`src/rtl/msi_bank_pkg.sv`:
```
package msi_bank_pkg;

    localparam int unsigned MAX_GROUPS = 8;
    localparam int unsigned GROUP_BITS = 32;
    localparam int unsigned GRP_IDX_W  = $clog2(MAX_GROUPS);
    localparam int unsigned BIT_IDX_W  = $clog2(GROUP_BITS);

    localparam logic [7:0] OFS_PEND_LAST = 8'h1C;
    localparam logic [7:0] OFS_MASK      = 8'h30;
    localparam logic [7:0] OFS_STATUS    = 8'h34;
    localparam logic [7:0] OFS_INDEX     = 8'h38;

    typedef enum logic [2:0] {
        RSEL_NONE,
        RSEL_PEND,
        RSEL_MASK,
        RSEL_STATUS
    } rd_sel_e;

    typedef struct packed {
        logic                 idx_wr;
        logic [GRP_IDX_W-1:0] set_grp;
        logic [BIT_IDX_W-1:0] set_bit;
        logic                 mask_wr;
    } wr_op_t;

    typedef struct packed {
        rd_sel_e              sel;
        logic [GRP_IDX_W-1:0] grp;
    } rd_op_t;

    function automatic logic is_pend_ofs(input logic [7:0] ofs, input int unsigned ngrp);
        return (ofs <= OFS_PEND_LAST) && (ofs[1:0] == 2'b00)
            && (int'(ofs[4:2]) < int'(ngrp));
    endfunction

endpackage

```
`src/rtl/msi_reg_decode.sv`:
```
module msi_reg_decode
    import msi_bank_pkg::*;
#(
    parameter int unsigned NUM_GROUPS = 8,
    parameter int unsigned ADDR_W     = 8,
    parameter int unsigned DATA_W     = 32
) (
    input  logic              wr_en,
    input  logic [ADDR_W-1:0] wr_addr,
    input  logic [DATA_W-1:0] wr_data,
    input  logic              rd_en,
    input  logic [ADDR_W-1:0] rd_addr,
    output wr_op_t            wr_op,
    output rd_op_t            rd_op
);

    logic [GRP_IDX_W-1:0] idx_grp;
    logic [BIT_IDX_W-1:0] idx_bit;

    assign idx_bit = wr_data[BIT_IDX_W-1:0];
    assign idx_grp = wr_data[BIT_IDX_W +: GRP_IDX_W];

    always_comb begin
        wr_op         = '0;
        wr_op.set_grp = idx_grp;
        wr_op.set_bit = idx_bit;
        if (wr_en) begin
            if (wr_addr == OFS_INDEX)
                wr_op.idx_wr = (int'(idx_grp) < int'(NUM_GROUPS));
            if (wr_addr == OFS_MASK)
                wr_op.mask_wr = 1'b1;
        end
    end

    always_comb begin
        rd_op.sel = RSEL_NONE;
        rd_op.grp = rd_addr[2 +: GRP_IDX_W];
        if (rd_en) begin
            if (is_pend_ofs(rd_addr, NUM_GROUPS))
                rd_op.sel = RSEL_PEND;
            else if (rd_addr == OFS_MASK)
                rd_op.sel = RSEL_MASK;
            else if (rd_addr == OFS_STATUS)
                rd_op.sel = RSEL_STATUS;
        end
    end

endmodule

```
`src/rtl/msi_pend_group.sv`:
```
module msi_pend_group #(
    parameter int unsigned WIDTH = 32,
    localparam int unsigned POS_W = $clog2(WIDTH)
) (
    input  logic             clk,
    input  logic             rst,
    input  logic             set_en,
    input  logic [POS_W-1:0] set_pos,
    input  logic             clr_en,
    output logic [WIDTH-1:0] pend,
    output logic             any
);

    logic [WIDTH-1:0] pend_n;

    always_comb begin
        pend_n = clr_en ? '0 : pend;
        if (set_en)
            pend_n[set_pos] = 1'b1;
    end

    always_ff @(posedge clk) begin
        if (rst)
            pend <= '0;
        else
            pend <= pend_n;
    end

    assign any = |pend;

endmodule

```
`src/rtl/msi_read_mux.sv`:
```
module msi_read_mux
    import msi_bank_pkg::*;
#(
    parameter int unsigned NUM_GROUPS = 8,
    parameter int unsigned DATA_W     = 32
) (
    input  rd_op_t                                rd_op,
    input  logic [NUM_GROUPS-1:0][GROUP_BITS-1:0] pend,
    input  logic [NUM_GROUPS-1:0]                 mask,
    input  logic [NUM_GROUPS-1:0]                 any,
    output logic [DATA_W-1:0]                     rdata
);

    logic [GROUP_BITS-1:0] pend_sel;

    always_comb begin
        pend_sel = '0;
        for (int g = 0; g < int'(NUM_GROUPS); g++)
            if (int'(rd_op.grp) == g)
                pend_sel = pend[g];
    end

    always_comb begin
        unique case (rd_op.sel)
            RSEL_PEND:   rdata = DATA_W'(pend_sel);
            RSEL_MASK:   rdata = DATA_W'(mask);
            RSEL_STATUS: rdata = DATA_W'(any);
            default:     rdata = '0;
        endcase
    end

endmodule

```
`src/rtl/msi_bank.sv`:
```
module msi_bank
    import msi_bank_pkg::*;
#(
    parameter int unsigned NUM_GROUPS = 8,
    parameter int unsigned ADDR_W     = 8,
    parameter int unsigned DATA_W     = 32
) (
    input  logic                  clk,
    input  logic                  rst,
    input  logic                  wr_en,
    input  logic [ADDR_W-1:0]     wr_addr,
    input  logic [DATA_W-1:0]     wr_data,
    input  logic                  rd_en,
    input  logic [ADDR_W-1:0]     rd_addr,
    output logic [DATA_W-1:0]     rd_data,
    output logic [NUM_GROUPS-1:0] irq_out
);

    wr_op_t                                wr_op;
    rd_op_t                                rd_op;
    logic [NUM_GROUPS-1:0][GROUP_BITS-1:0] pend_q;
    logic [NUM_GROUPS-1:0]                 any_q;
    logic [NUM_GROUPS-1:0]                 mask_q;
    logic [DATA_W-1:0]                     rdata_n;

    msi_reg_decode #(
        .NUM_GROUPS(NUM_GROUPS), .ADDR_W(ADDR_W), .DATA_W(DATA_W)
    ) u_decode (
        .wr_en(wr_en), .wr_addr(wr_addr), .wr_data(wr_data),
        .rd_en(rd_en), .rd_addr(rd_addr),
        .wr_op(wr_op), .rd_op(rd_op)
    );

    for (genvar g = 0; g < NUM_GROUPS; g++) begin : g_grp
        logic hit_set;
        logic hit_clr;
        assign hit_set = wr_op.idx_wr && (int'(wr_op.set_grp) == g);
        assign hit_clr = (rd_op.sel == RSEL_PEND) && (int'(rd_op.grp) == g);

        msi_pend_group #(.WIDTH(GROUP_BITS)) u_pend (
            .clk(clk), .rst(rst),
            .set_en(hit_set), .set_pos(wr_op.set_bit),
            .clr_en(hit_clr),
            .pend(pend_q[g]), .any(any_q[g])
        );
    end

    always_ff @(posedge clk) begin
        if (rst)
            mask_q <= '1;
        else if (wr_op.mask_wr)
            mask_q <= wr_data[NUM_GROUPS-1:0];
    end

    msi_read_mux #(.NUM_GROUPS(NUM_GROUPS), .DATA_W(DATA_W)) u_rmux (
        .rd_op(rd_op), .pend(pend_q), .mask(mask_q), .any(any_q), .rdata(rdata_n)
    );

    always_ff @(posedge clk) begin
        if (rst)
            rd_data <= '0;
        else
            rd_data <= rdata_n;
    end

    assign irq_out = any_q & ~mask_q;

endmodule

```
`config.mk`:
```
export PLATFORM = sky130hd
export DESIGN_NAME = msi_bank
export DESIGN_NICKNAME = d
export VERILOG_FILES = /design/src/rtl/msi_bank_pkg.sv /design/src/rtl/msi_reg_decode.sv /design/src/rtl/msi_pend_group.sv /design/src/rtl/msi_read_mux.sv /design/src/rtl/msi_bank.sv
export SDC_FILE = /design/constraint.sdc
export NUM_CORES = 1
export LEC_CHECK = 0
export BUFFER_PORTS_ARGS = -buffer_cell sky130_fd_sc_hd__clkbuf_2
export CAP_MARGIN = 20
export CORE_MARGIN = 2
export CORE_UTILIZATION = 41
export DETAILED_ROUTE_END_ITERATION = 6
export HOLD_SLACK_MARGIN = 0.1
export PLACE_DENSITY = 0.63
export SYNTH_ARGS = -nofsm -noshare
export SYNTH_HDL_FRONTEND = slang
export SYNTH_SLANG_ARGS = --single-unit
```
`constraint.sdc`:
```
create_clock -name clk -period 4.6 [get_ports clk]
set_input_delay 0.23 -clock clk [delete_from_list [all_inputs] [get_ports clk]]
set_output_delay 0.23 -clock clk [all_outputs]
set_load 0.005 [all_outputs]
```
**After elaboration in Yosys (flattened, before gate mapping)**

Index checks and enable logic that the tools add are counted.

- Register bits: 296
- Output and inout bits: 40
- Logic and storage cells: 108

- Order comparisons: 3
- Equal/unequal tests: 21
- Multiplexer cells: 35
- Bitwise logic cells: 10
- Reduce and logical (&&, ||, !) cells: 29

Operators by type and width:

| operator | count |
|---|---|
| 2-to-1 mux 32 bit | 24 |
| OR 32 bit | 8 |
| OR reduction 32 bit | 8 |
| one-hot mux 32 bit (3 select lines) | 1 |
| == test 8 x 6 -> 1 bit (second input constant) | 4 |
| == test 3 bit (second input constant) | 8 |
| == test 3 x 2 -> 1 bit (second input constant) | 6 |
| logical AND 1 bit | 18 |
| == test 3 x 1 -> 1 bit (second input constant) | 3 |
| 2-to-1 mux 3 bit | 3 |
| AND 8 bit | 1 |
| <= comparator 8 x 5 -> 1 bit (second input constant) | 1 |
| inverter 8 bit | 1 |
| zero test 3 bit | 2 |
| less-than comparator 5 x 6 -> 1 bit (second input constant) | 1 |
| demux 1 bit (select 5 bit) | 1 |
| greater-or-equal comparator 5 x 1 -> 1 bit (second input constant) | 1 |
| 2-to-1 mux 1 bit | 5 |
| zero test 2 bit | 1 |
| 2-to-1 mux 2 bit | 1 |

**Logic depth before layout (Yosys ltp)**

Gate-level depths: netlist (run 1).

- Depth in word-level cells: 10
- Gate-level depth with buffers: 8

**Modules after synthesis**

From an unflattened synthesis (run 1), not the netlist that was laid out.

- Cells, all modules: 1789
- Area, all modules: 15124.5 um^2

Modules (own cells, without submodules):

| module | instances | cells each | area each (um^2) | seq. area each (um^2) |
|---|---|---|---|---|
| msi_pend_group | 8 | 160 | 1347.5 | 640.6 |
| msi_read_mux | 1 | 360 | 2836.5 | 0.0 |
| msi_bank | 1 | 126 | 1336.3 | 800.8 |
| msi_reg_decode | 1 | 23 | 171.4 | 0.0 |

**Worst setup path after synthesis (run 1)**

OpenSTA, ideal clock, no wires.

- Kind: input port to flip-flop
- Start: input rd_addr[7]
- End: register g_grp[7].u_pend.pend[13]
- Library setup time: 117 ps
- Data arrival time: 1792 ps
- Data required time: 4483 ps
- Slack: 2691 ps
- Stages on the path: 5
- Path buffers: 1
- Cells stage by stage: or4b_4 nor4b_2 a31oi_1 clkbuf_1 a22o_1

- Cells in the longest elaborated chain, start to end: 10
- Elaborated cells on any way between the ends: 13
- Classes of those cells: 1 x order compare; 3 x eq/ne; 6 x mux; 1 x bitwise; 2 x reduce/logical

RTL lines:

| element | RTL line | RTL |
|---|---|---|
| start: declaration | msi_bank.sv:14 | `input logic [ADDR_W-1:0] rd_addr,` |
| branches (longest 3 deep; another with <= comparator 8 x 5 -> 1 bit) | -- |  |
| 2-to-1 mux 3 bit * | msi_reg_decode.sv:39 | `if (is_pend_ofs(rd_addr, NUM_GROUPS))` |
| 2-to-1 mux 3 bit * | msi_reg_decode.sv:38 | `if (rd_en) begin` |
| == test 3 x 1 -> 1 bit * | msi_bank.sv:38 | `assign hit_clr = (rd_op.sel == RSEL_PEND) && (int'(rd_op.grp) == g);` |
| logical AND 1 bit * | msi_bank.sv:38 |  |
| 2-to-1 mux 32 bit * | msi_pend_group.sv:17 | `pend_n = clr_en ? '0 : pend;` |
| OR 32 bit (no line) | -- |  |
| 2-to-1 mux 32 bit * | msi_pend_group.sv:18 | `if (set_en)` |
| end signal: assignment | msi_pend_group.sv:26 | `pend <= pend_n;` |
| end: declaration | msi_pend_group.sv:10 | `output logic [WIDTH-1:0] pend,` |

Every way passes the cells marked *.
A chain may end at the register's enable or synchronous reset.

**Worst setup path in the final report (run 1)**

- Start: register g_grp[2].u_pend.pend[19]
- End: output irq_out[2]

- Cells in the longest elaborated chain, start to end: 2

RTL lines:

| element | RTL line | RTL |
|---|---|---|
| start: declaration | msi_pend_group.sv:10 |  |
| start signal: assignment | msi_pend_group.sv:26 |  |
| OR reduction 32 bit | msi_pend_group.sv:29 | `assign any = \|pend;` |
| AND 8 bit | msi_bank.sv:66 | `assign irq_out = any_q & ~mask_q;` |
| end: declaration | msi_bank.sv:16 | `output logic [NUM_GROUPS-1:0] irq_out` |

Every way passes these cells.

==> results.txt, run 1 <==
The first-pass GRT wire length is 60,200 microns. The number of distinct library cell variants in the gate-level netlist after synthesis is 43. At the worst endpoint, the required time is 4.37 ns. The maximum clock rate is 382 MHz. Setup repair after global routing left no endpoint under its margin. The leading cell type in the layout, fill and taps excluded is dfxtp_1. The count of nets left with antenna violations after detail routing is 0. On the final layout, the worst clock skew is 0.0106 ns. The TritonCTS clock tree is yes. After global routing the overflow that remains totals 0. The starting DRC count in detailed routing is 1,061. The global routing usage summed across all routing layers came out at 0.253. The critical-path maximum fanout is 4. After routing the design area is 13,800 sq um. The count of maximum capacitance violations is 0. The core region area is 28,700 sq um.

The number of placed I/O pins came out at 92. The transition time at the pin with the least slew margin came out at 1.08 ns. The area of the mapped netlist came out at 12,000 sq um.

Of all cell types, the one taking the most synthesized area is dfxtp_1. In this run the cell area measured after placement is 12,700 sq um. In this run the tool buffered the top-level ports with 67 buffer cells. The initial utilization of the core area, before any placement, comes to 0.417. The count of flip-flops with a built-in enable after synthesis is 0.

The routability congestion estimate from global placement is 0.844. In the synthesized netlist the dominant register cell turns out to be dfxtp_1. The synthesized netlist net count is 1,169. Adding up every negative setup slack in the final design gives 0 ns.

The synthesized design contains 296 register bits. In this run the vertical extent of the chip is 175 microns. The TritonCTS sink count is 296. The die covers 30,500 sq um.

The critical path startpoint category is a flip-flop. The library cells used most frequently in the layout, excluding fill and tap cells, are 296 x dfxtp_1, 224 x a22o_1, 79 x nand2_1, 67 x clkbuf_2, 64 x nor4_1. The largest net degree at the start of global routing is 61.

The headroom to the max-slew limit came out at 0.273. The arrival time of the worst setup path is 2.39 ns. The total DRC errors in the routed layout is 0. The die boundary width is 175 microns. Buffers inserted during clock tree synthesis total 31.

STA classifies the critical path endpoint as an output port. The number of antenna violations at the first check in global routing is 1. The setup fix buffers added after clock tree synthesis came out at 0. The count of final hold-check violations is 0. The number of global-route vias before repair is 9,676. Counting flops with an async set or reset pin after synthesis yields a share of 0. The clock transition at the registers of the reported paths is 0.06 ns. In the final layout, the share of cells above drive strength 1 is 0.179. Of the post-synthesis cell area, the dominant cell type holds 0.496.

The insertion delay to the later sink of the worst-skew pair is 0.56 ns. The flow ran to the end, and the final reports show no timing, DRC or antenna violations. Dividing the final minimum period by the clock period gives 0.569. After layout, the minimum clock period comes to 2.62 ns. The critical path in this run is classified as reg2out.

The final count of pins violating max slew was 0. The Yosys warning count is 0. The maximum VDD drop came out at 337 uV. The tree is rooted in a clkbuf_16. The routed design has 39,000 microns of wire.

The min-delay analysis places its worst path in the category in2reg. The via density per instance is 6.47. Row generation in the floorplan step produced 62 rows. The synthesized area per cell came out at 10.7 sq um. The total inserted antenna cells came out at 0. In this run the number of H-tree levels came out at 1. The first detailed-routing pass ran for 6 iterations. The buffer depth of the longest clock path came out at 3.

Summing over every cut layer, the via total after detailed routing is 10,034. In this run the power density over the cells is 396 nW/um^2. The routed length per instance is 25.2 microns.

Summed over all cells, the static leakage comes to 0.00510 uW. The layout overhead on the synthesized area came out at 15.2%. The final net count is 1,196. In the synthesized netlist, the number of instances is 1,117. The setup-violating endpoint count in the final report came out at 0. The HPWL after detailed placement came out at 26,200 microns. The share of the Yosys chip area taken by registers is 0.496. By area the synthesized netlist is led by dfxtp_1 50%, a22o_1 16%, mux4_2 7.9%.
critical path, cell delays in order (launching register included):
cell	delay, ns
dfxtp_1	0.36
nor4_1	0.66
nand4_1	0.25
nor2_1	0.33
nor2_1	0.10
clkbuf_2	0.12
power by group:
part	internal, uW	switching (uW)	total (uW)	leakage [uW]
clock network	1630	1040	2670	0.000551
registers	2560	0.274	2560	0.00238
logic	56.1	163	219	0.00217
cell families (layout without fill, tap and decap cells):
family / Yosys count / after routing / synth area share
AOI/OAI and AO/OA: 365 / 365 / 0.248
DFF: 296 / 296 / 0.496
and+or+nand+nor: 281 / 281 / 0.120
buffers and inverters: 105 / 155 / 0.0336
muxes: 70 / 70 / 0.103
what timing repair did:
item | CTS | global route
hold buffers | 1 | 0
endpoints found under the setup margin | 0 | 0
resized for setup | 0 | 0
endpoints found under the hold margin | 1 | 0
synth_stat cells, drive strengths merged, types with 10 or more instances:
cell type / number
dfxtp: 296
a22o: 224
clkbuf: 80
nand2: 79
nor4: 67
nor2: 62
mux4: 42
a21oi: 41
o2bb2ai: 41
mux2i: 25
nand4: 21
nor3: 17
buf: 15
o21ai: 14
o22ai: 13
inv: 10
state kept, by name (all words and copies together) (netlist names):
signal	cells
g_grp.u_pend.pend	256
mask_q	8
rd_data	32
layer usage:
layer  vias to the layer above  part of all wire  track usage
li1                       4448                 -            -
met2                       562              0.44        0.386
met5                         -           0.00021            0
met1                      4927              0.43        0.360
met3                        95             0.086       0.0333
met4                         2             0.044        0.111
final timing paths:
check | start | slack (ns) | end | cells past startpoint
min reg2reg | g_grp[1].u_pend.pend[28] | 0.48 | g_grp[1].u_pend.pend[28] | 1
min | rd_addr[4] | 0.16 | rd_data[10] | 3
max reg2reg | g_grp[2].u_pend.pend[19] | 2.65 | rd_data[2] | 4
max | g_grp[2].u_pend.pend[19] | 1.98 | irq_out[2] | 5
metrics by stage:
step	power [uW]	std cells	setup slack, ns	util	hold WS, ns
4_1_cts	5470	1549	2.13	0.479	0.140
3_5_place_dp	2830	1492	2.01	0.441	0.474
6_report	5460	1551	1.98	0.480	0.161
5_1_grt	5600	1551	1.94	0.480	0.184
3_3_place_gp	2830	1492	2.05	0.441	0.471
2_1_floorplan	2760	1117	2.69	-	0.450
area by class of cell:
cell class	count	area (sq um)
repair buffers	89	503
clock buffers	45	938
flip-flops and latches	296	5930
well taps	384	480
fillers	2697	14900
multi-input cells	716	5730
inverters	10	37.5
clock inverters	11	161
Note: power is estimated with default switching activity, not from simulation.
==> inputs of run 2 (changes only) <==
==> constraint.sdc (replaced) <==
create_clock -name clk -period 2.6 [get_ports clk]
set_input_delay 0.13 -clock clk [delete_from_list [all_inputs] [get_ports clk]]
set_output_delay 0.13 -clock clk [all_outputs]
set_load 0.005 [all_outputs]
==> run 2 against run 1 <==
Compared with the run above:
- register-to-register slack worse by 2.0 ns
- via count is 1.1% higher
- worst hold slack worse by 0.046 ns
- clock power is 67% higher
- largest cell class unchanged
- combinational power is 91% higher
- core utilization is 0.96 points higher
- count of clock-buffer cells in the layout is 1 lower
- clock skew hardly changed
- wire length is 2.7% higher
- final cell count is 2.4% higher
- critical endpoint is now irq_out[3]
- critical path depth stayed put
- critical path type unchanged
==> results.txt, run 2 (synthesized netlist as in run 1, its figures left out) <==
The maximum clock rate came out at 396 MHz. The number of antenna violations at the first check in global routing is 0 (was 1). The final critical-path share of the clock period is 0.971. The leakage power was 0.00526 uW (was 0.00510 uW). The routed length per instance came to 25.2 microns (about the same). The count of nets left with antenna violations after detail routing came to 0 (unchanged). The final critical delay including setup and external delays is 2.52 ns. The kind of critical path is reg2out (unchanged). The final hold slack was 0.115 ns (was 0.161 ns). The count of input and output buffers is 67 (unchanged).

The die boundary width is 175 microns (unchanged). The starting utilization of the core area came out at 0.417 (unchanged). The count of maximum capacitance violations came out at 0 (unchanged).

The number of clock buffers inserted by TritonCTS came to 31 (unchanged). The most utilized layer in the global route result is met2 (unchanged). The insertion delay to the later sink of the worst-skew pair was 0.57 ns (was 0.56 ns). The setup fix buffers added after clock tree synthesis came out at 0 (unchanged).

The total negative slack was 0 ns (unchanged). The number of placed I/O pins is 92 (unchanged). The HPWL after detailed placement is 26,900 microns (was 26,200 microns). The number of flip-flops in the largest register is 256 (unchanged). The total DRC errors in the routed layout is 0 (unchanged). The H-tree depth came out at 1 (unchanged). The count of final hold-check violations came to 0 (unchanged).

The starting DRC count in detailed routing is 1,147 (was 1,061). The global routing usage summed across all routing layers is 0.258 (was 0.253). Status: finished, final reports clean (unchanged). The cell count after placement is 1,523 (was 1,492). The arrival time of the worst setup path was 2.39 ns (about the same).

The met2 global-route usage came out at 0.395 (was 0.386). Commonest cells after routing, fill and taps aside: 296 x dfxtp_1, 224 x a22o_1, 79 x nand2_1, 65 x clkbuf_2, 64 x nor4_1 (was 296 x dfxtp_1, 224 x a22o_1, 79 x nand2_1, 67 x clkbuf_2, 64 x nor4_1). The critical-path maximum fanout is 3 (was 4). The leading cell type in the layout, fill and taps excluded is dfxtp_1 (unchanged). The maximum VDD drop was 526 uV (was 337 uV). The final net count is 1,235 (was 1,196). The worst endpoint required time is 2.47 ns (was 4.37 ns). The proportion of total power due to net switching is 0.227 (was 0.221). The total detailed-routing wirelength is 40,000 microns (was 39,000 microns). The number of non-filler instances in the completed layout came out at 1,588 (was 1,551). The setup clock skew after layout is 0.0109 ns (was 0.0106 ns). The routability congestion estimate from global placement came to 0.864 (was 0.844). The critical path capture point type is an output port (unchanged). The worst slack after detailed placement is 0.475 ns (was 2.01 ns). The cell row count came out at 62 (unchanged). The layout overhead on the synthesized area was 17.5% (was 15.2%).

The cell internal power dissipation is 7290 uW (was 4250 uW). The TritonCTS clock tree is yes (unchanged). The clock share of power was 0.475 (was 0.490).

The buffer depth of the longest clock path is 3 (unchanged). The remaining global-route overflow was 0 (unchanged). Regs by FF count: g_grp.u_pend.pend (256), rd_data (32), mask_q (8) (unchanged). The setup-violating endpoint count in the final report was 0 (unchanged). The power dissipated by switching net loads is 2140 uW (was 1210 uW).

The fraction of power consumed by combinational cells is 0.044 (was 0.040). The met3 demand-to-capacity share in global routing came out at 0.0396 (was 0.0333). The fraction of power consumed by sequential logic was 0.481 (was 0.470). The floorplan die area came to 30,500 sq um (unchanged).

The master cell of the clock root buffer is clkbuf_16 (unchanged). The first-pass GRT wire length is 61,300 microns (was 60,200 microns). The source of the critical timing path is g_grp[3].u_pend.pend[21] (was g_grp[2].u_pend.pend[19]).

The register containing the most flip-flops in the final layout is g_grp.u_pend.pend (unchanged). The power density relative to cell area is 671 nW/um^2 (was 396 nW/um^2). The total inserted antenna cells is 0 (unchanged).

The critical register-to-register path startpoint is g_grp[3].u_pend.pend[21] (was g_grp[2].u_pend.pend[19]). The path category of the worst min-delay check was in2reg (unchanged). The critical path startpoint category is a flip-flop (unchanged).

The share of layout cells above drive strength 1 came out at 0.192 (was 0.179). The total number of vias came out at 10,142 (was 10,034). The total of cells resized after clock tree synthesis is 0 (unchanged). The TritonCTS sink count is 296 (unchanged). The transition time at the pin with the least slew margin came out at 1.06 ns (was 1.08 ns). The number of global-route vias before repair is 9,814 (was 9,676).

The largest net degree at the start of global routing came out at 60 (was 61). The final count of pins violating max slew was 0 (unchanged). The number of hold buffers added after cts came out at 11 (was 1). The met1 track demand over resource in global routing came to 0.361 (was 0.360). The chip height is 175 microns (unchanged). Setup repair after global routing missed its margin: false (unchanged). The via density per instance was 6.39 (was 6.47). The final cell utilization of the core is 0.489 (was 0.480). The clock transition at the registers of the reported paths came out at 0.06 ns (about the same). The core region area is 28,700 sq um (unchanged).

The worst path setup slack after routing came to 0.0756 ns (was 1.98 ns). The hold path startpoint is rd_addr[7] (was rd_addr[4]). The headroom to the max-slew limit is 0.288 (was 0.273). The iteration count of the initial detailed-routing pass is 5 (was 6).
==> run 2: stage by stage <==
stage	cell area (sq um)	total power, uW
final	14000	9430
after global routing	14000	9670
after CTS	14000	9450
after detailed placement	12900	5030
after global placement	12900	5030
after floorplan	12000	4880
==> run 2: layout make-up <==
| type | count | area [sq um] |
|---|---|---|
| Inverter | 10 | 37.5 |
| Timing Repair Buffer | 128 | 873 |
| Fill cell | 2696 | 14700 |
| Clock inverter | 10 | 145 |
| Clock buffer | 44 | 875 |
| Multi-Input combinational cell | 716 | 5710 |
| Sequential cell | 296 | 5930 |
| Tap cell | 384 | 480 |
==> run 2: routing by layer <==
layer | routed length (microns) | share of wire
met1 | 17300 | 0.43
met2 | 17400 | 0.44
met3 | 3310 | 0.083
met4 | 2020 | 0.050
met5 | 0 | 0
==> run 2: power by group through the flow <==
stage	logic, uW	clock network (uW)	registers, uW
3_3_place_gp	394	0	4640
3_5_place_dp	397	0	4640
6_report	418	4470	4540
4_1_cts	409	4500	4540
5_1_grt	441	4690	4530
2_1_floorplan	246	0	4640
==> run 2: path summary, 6_finish.rpt <==
| kind | end | slack (ns) | depth (start not counted) |
|---|---|---|---|
| max | irq_out[3] | 0.08 | 5 |
| min reg2reg | g_grp[0].u_pend.pend[24] | 0.49 | 1 |
| min | rd_data[5] | 0.11 | 5 |
| max reg2reg | rd_data[3] | 0.66 | 4 |
==> run 2: critical path, cell delays in order, from the launching register on <==
cell,delay [ns]
dfxtp_1,0.33
nor4_1,0.74
nand4_1,0.21
nor2_1,0.34
nor2_1,0.09
clkbuf_2,0.12
==> inputs of run 3 (changes only) <==
--- a/config.mk
+++ b/config.mk
@@ -8,10 +8,10 @@
 export BUFFER_PORTS_ARGS = -buffer_cell sky130_fd_sc_hd__clkbuf_2
 export CAP_MARGIN = 20
 export CORE_MARGIN = 2
-export CORE_UTILIZATION = 41
+export CORE_UTILIZATION = 45
 export DETAILED_ROUTE_END_ITERATION = 6
 export HOLD_SLACK_MARGIN = 0.1
-export PLACE_DENSITY = 0.63
+export PLACE_DENSITY = 0.68
 export SYNTH_ARGS = -nofsm -noshare
 export SYNTH_HDL_FRONTEND = slang
 export SYNTH_SLANG_ARGS = --single-unit
==> run 3 against run 2 <==
Compared with the run above:
- setup slack improved by 0.030 ns
- critical endpoint is now irq_out[2]
- worst hold slack improved by 0.0090 ns
- first-iteration DRC count increased by 1.0%
- sequential cell count unchanged
- sequential power about the same
- maximum frequency increased by 1.2%
- largest power group unchanged
- register-to-register slack about the same
- final cell count decreased by 3.9%
- cell area decreased by 1.6%
- via count increased by 1.1%
==> results.txt, run 3 (synthesized netlist as in run 1, its figures left out) <==
The reg-to-reg critical path endpoint is rd_data[2] (was rd_data[3]). The kind of critical path is reg2out (unchanged). The count of maximum capacitance violations came out at 0 (unchanged). The hold path startpoint is wr_data[2] (was rd_addr[7]).

The first-pass GRT wire length came out at 59,700 microns (was 61,300 microns). The critical path startpoint category is a flip-flop (unchanged). The total negative slack was 0 ns (unchanged).

The maximum VDD drop is 570 uV (was 526 uV). The number of cells on the worst hold path came to 4 (was 5). The total number of vias is 10,254 (was 10,142). The TritonCTS sink count came out at 296 (unchanged).

The register containing the most flip-flops in the final layout was g_grp.u_pend.pend (unchanged). The starting DRC count in detailed routing came out at 1,159 (was 1,147). The maximum clock rate is 401 MHz (was 396 MHz).

The cell internal power dissipation came out at 7180 uW (was 7290 uW). The HPWL after detailed placement is 26,600 microns (was 26,900 microns). The routability congestion estimate from global placement is 0.906 (was 0.864). The core region area came out at 26,100 sq um (was 28,700 sq um). The fraction of power consumed by sequential logic came to 0.492 (was 0.481). The clock transition at the registers of the reported paths is 0.06 ns (about the same). The total DRC errors in the routed layout came out at 0 (unchanged). The headroom to the max-slew limit was 0.247 (was 0.288). The layout overhead on the synthesized area came to 15.6% (was 17.5%). The chip height is 167 microns (was 175 microns).

The setup-violating endpoint count in the final report is 0 (unchanged). The share of layout cells above drive strength 1 came to 0.186 (was 0.192). The fraction of power consumed by combinational cells is 0.044 (about the same). The global routing usage summed across all routing layers came out at 0.272 (was 0.258).

The worst path setup slack after routing is 0.106 ns (was 0.0756 ns). The number of clock buffers inserted by TritonCTS came to 29 (was 31). The worst slack after detailed placement came out at 0.478 ns (was 0.475 ns). The critical register-to-register path startpoint is g_grp[2].u_pend.pend[19] (was g_grp[3].u_pend.pend[21]). The number of placed I/O pins came out at 92 (unchanged).

The setup clock skew after layout is 0.0181 ns (was 0.0109 ns). The TritonCTS clock tree is yes (unchanged). The via density per instance is 6.72 (was 6.39).

The floorplan die area was 27,900 sq um (was 30,500 sq um). The count of final hold-check violations came out at 0 (unchanged). The number of antenna violations at the first check in global routing was 0 (unchanged). The final total power came out at 9220 uW (was 9430 uW).

The power dissipated by switching net loads is 2040 uW (was 2140 uW). The leading cell type in the layout, fill and taps excluded is dfxtp_1 (unchanged). The cell row count is 59 (was 62). The clock share of power is 0.464 (was 0.475). The largest net degree at the start of global routing is 51 (was 60). The remaining global-route overflow is 0 (unchanged).

The path category of the worst min-delay check was in2reg (unchanged). The final count of pins violating max slew is 0 (unchanged). The power density relative to cell area came out at 667 nW/um^2 (was 671 nW/um^2). The die boundary width was 167 microns (was 175 microns). The worst-case hold path end point was mask_q[2] (was rd_data[5]). The count of input and output buffers is 67 (unchanged). The total inserted antenna cells came out at 0 (unchanged). The proportion of total power due to net switching came out at 0.222 (was 0.227). The cell count of the worst reg-to-reg path came to 4 (unchanged). The transition time at the pin with the least slew margin is 1.12 ns (was 1.06 ns). The routed length per instance came out at 25.4 microns (was 25.2 microns). The final critical-path share of the clock period is 0.959 (was 0.971). The H-tree depth came out at 1 (unchanged). The master cell of the clock root buffer was clkbuf_16 (unchanged). Setup repair after global routing missed its margin: false (unchanged). The insertion delay to the later sink of the worst-skew pair came to 0.56 ns (was 0.57 ns). The critical path capture point type is an output port (unchanged). The setup fix buffers added after clock tree synthesis is 0 (unchanged). The total detailed-routing wirelength was 38,700 microns (was 40,000 microns).

The worst endpoint required time came out at 2.47 ns (about the same). The iteration count of the initial detailed-routing pass came out at 6 (was 5). The leakage power came out at 0.00517 uW (was 0.00526 uW). The flop-to-flop setup slack came out at 0.67 ns (was 0.66 ns). The count of nets left with antenna violations after detail routing was 0 (unchanged). The number of flip-flops in the largest register is 256 (unchanged). The final net count is 1,222 (was 1,235). The final hold slack came out at 0.124 ns (was 0.115 ns).

The number of global-route vias before repair is 9,899 (was 9,814). Status: finished, final reports clean (unchanged). The arrival time of the worst setup path is 2.36 ns (was 2.39 ns). The buffer depth of the longest clock path came out at 3 (unchanged). Commonest cells after routing, fill and taps aside: 296 x dfxtp_1, 224 x a22o_1, 79 x nand2_1, 65 x clkbuf_2, 64 x nor4_1 (unchanged). Regs by FF count: g_grp.u_pend.pend (256), rd_data (32), mask_q (8) (unchanged).

The starting utilization of the core area is 0.459 (was 0.417). The critical-path maximum fanout came to 4 (was 3). The final critical delay including setup and external delays is 2.49 ns (was 2.52 ns).
run 3: metrics by stage:
step | cells | cell area [sq um] | utilization
after global routing | 1526 | 13800 | 0.530
after floorplan | 1117 | 12000 | -
final | 1526 | 13800 | 0.530
after CTS | 1525 | 13800 | 0.530
after detailed placement | 1466 | 12800 | 0.490
after global placement | 1466 | 12800 | 0.490
run 3: power by group through the flow:
stage,sequential [uW],clock [uW],combinational [uW]
final,4540,4280,404
after global routing,4530,4480,428
after CTS,4540,4310,395
after detailed placement,4640,0,385
after global placement,4640,0,382
after floorplan,4640,0,246
run 3: routing by layer:
metal | up-vias | wire (microns) | GRT usage
met3 | 111 | 3540 | 0.0449
met5 | - | 0 | 0
met1 | 5016 | 15900 | 0.378
li1 | 4510 | - | -
met4 | 0 | 2240 | 0.141
met2 | 617 | 17100 | 0.408
run 3: how the worst max path moves through the flow:
stage	cells past startpoint	slack [ns]	start	endpoint
final	5	0.11	g_grp[2].u_pend.pend[19]	irq_out[2]
after CTS	5	0.19	g_grp[0].u_pend.pend[11]	irq_out[0]
after detailed placement	6	0.48	rd_addr[7]	g_grp[7].u_pend.pend[26]
after global placement	6	0.50	rd_addr[2]	g_grp[3].u_pend.pend[11]
after global routing	5	0.03	g_grp[3].u_pend.pend[21]	irq_out[3]
after floorplan	5	0.79	rd_addr[7]	g_grp[7].u_pend.pend[13]
run 3: cell type report:
cell class | count | area (sq um)
Fill cell | 2295 | 12200
Sequential cell | 296 | 5930
Multi-Input combinational cell | 716 | 5720
Clock buffer | 47 | 893
Timing Repair Buffer | 117 | 743
Tap cell | 335 | 419
Clock inverter | 5 | 78.8
Inverter | 10 | 37.5
run 3: critical path, stage by stage (launching register included):
cell,delay (ns)
dfxtp_1,0.35
nor4_1,0.79
nand4_1,0.16
nor2_1,0.30
nor2_1,0.09
clkbuf_2,0.12
run 3: repair_timing:
item	CTS	global route
endpoints found under the hold margin	16	0
resized for setup	0	0
hold buffers	7	0
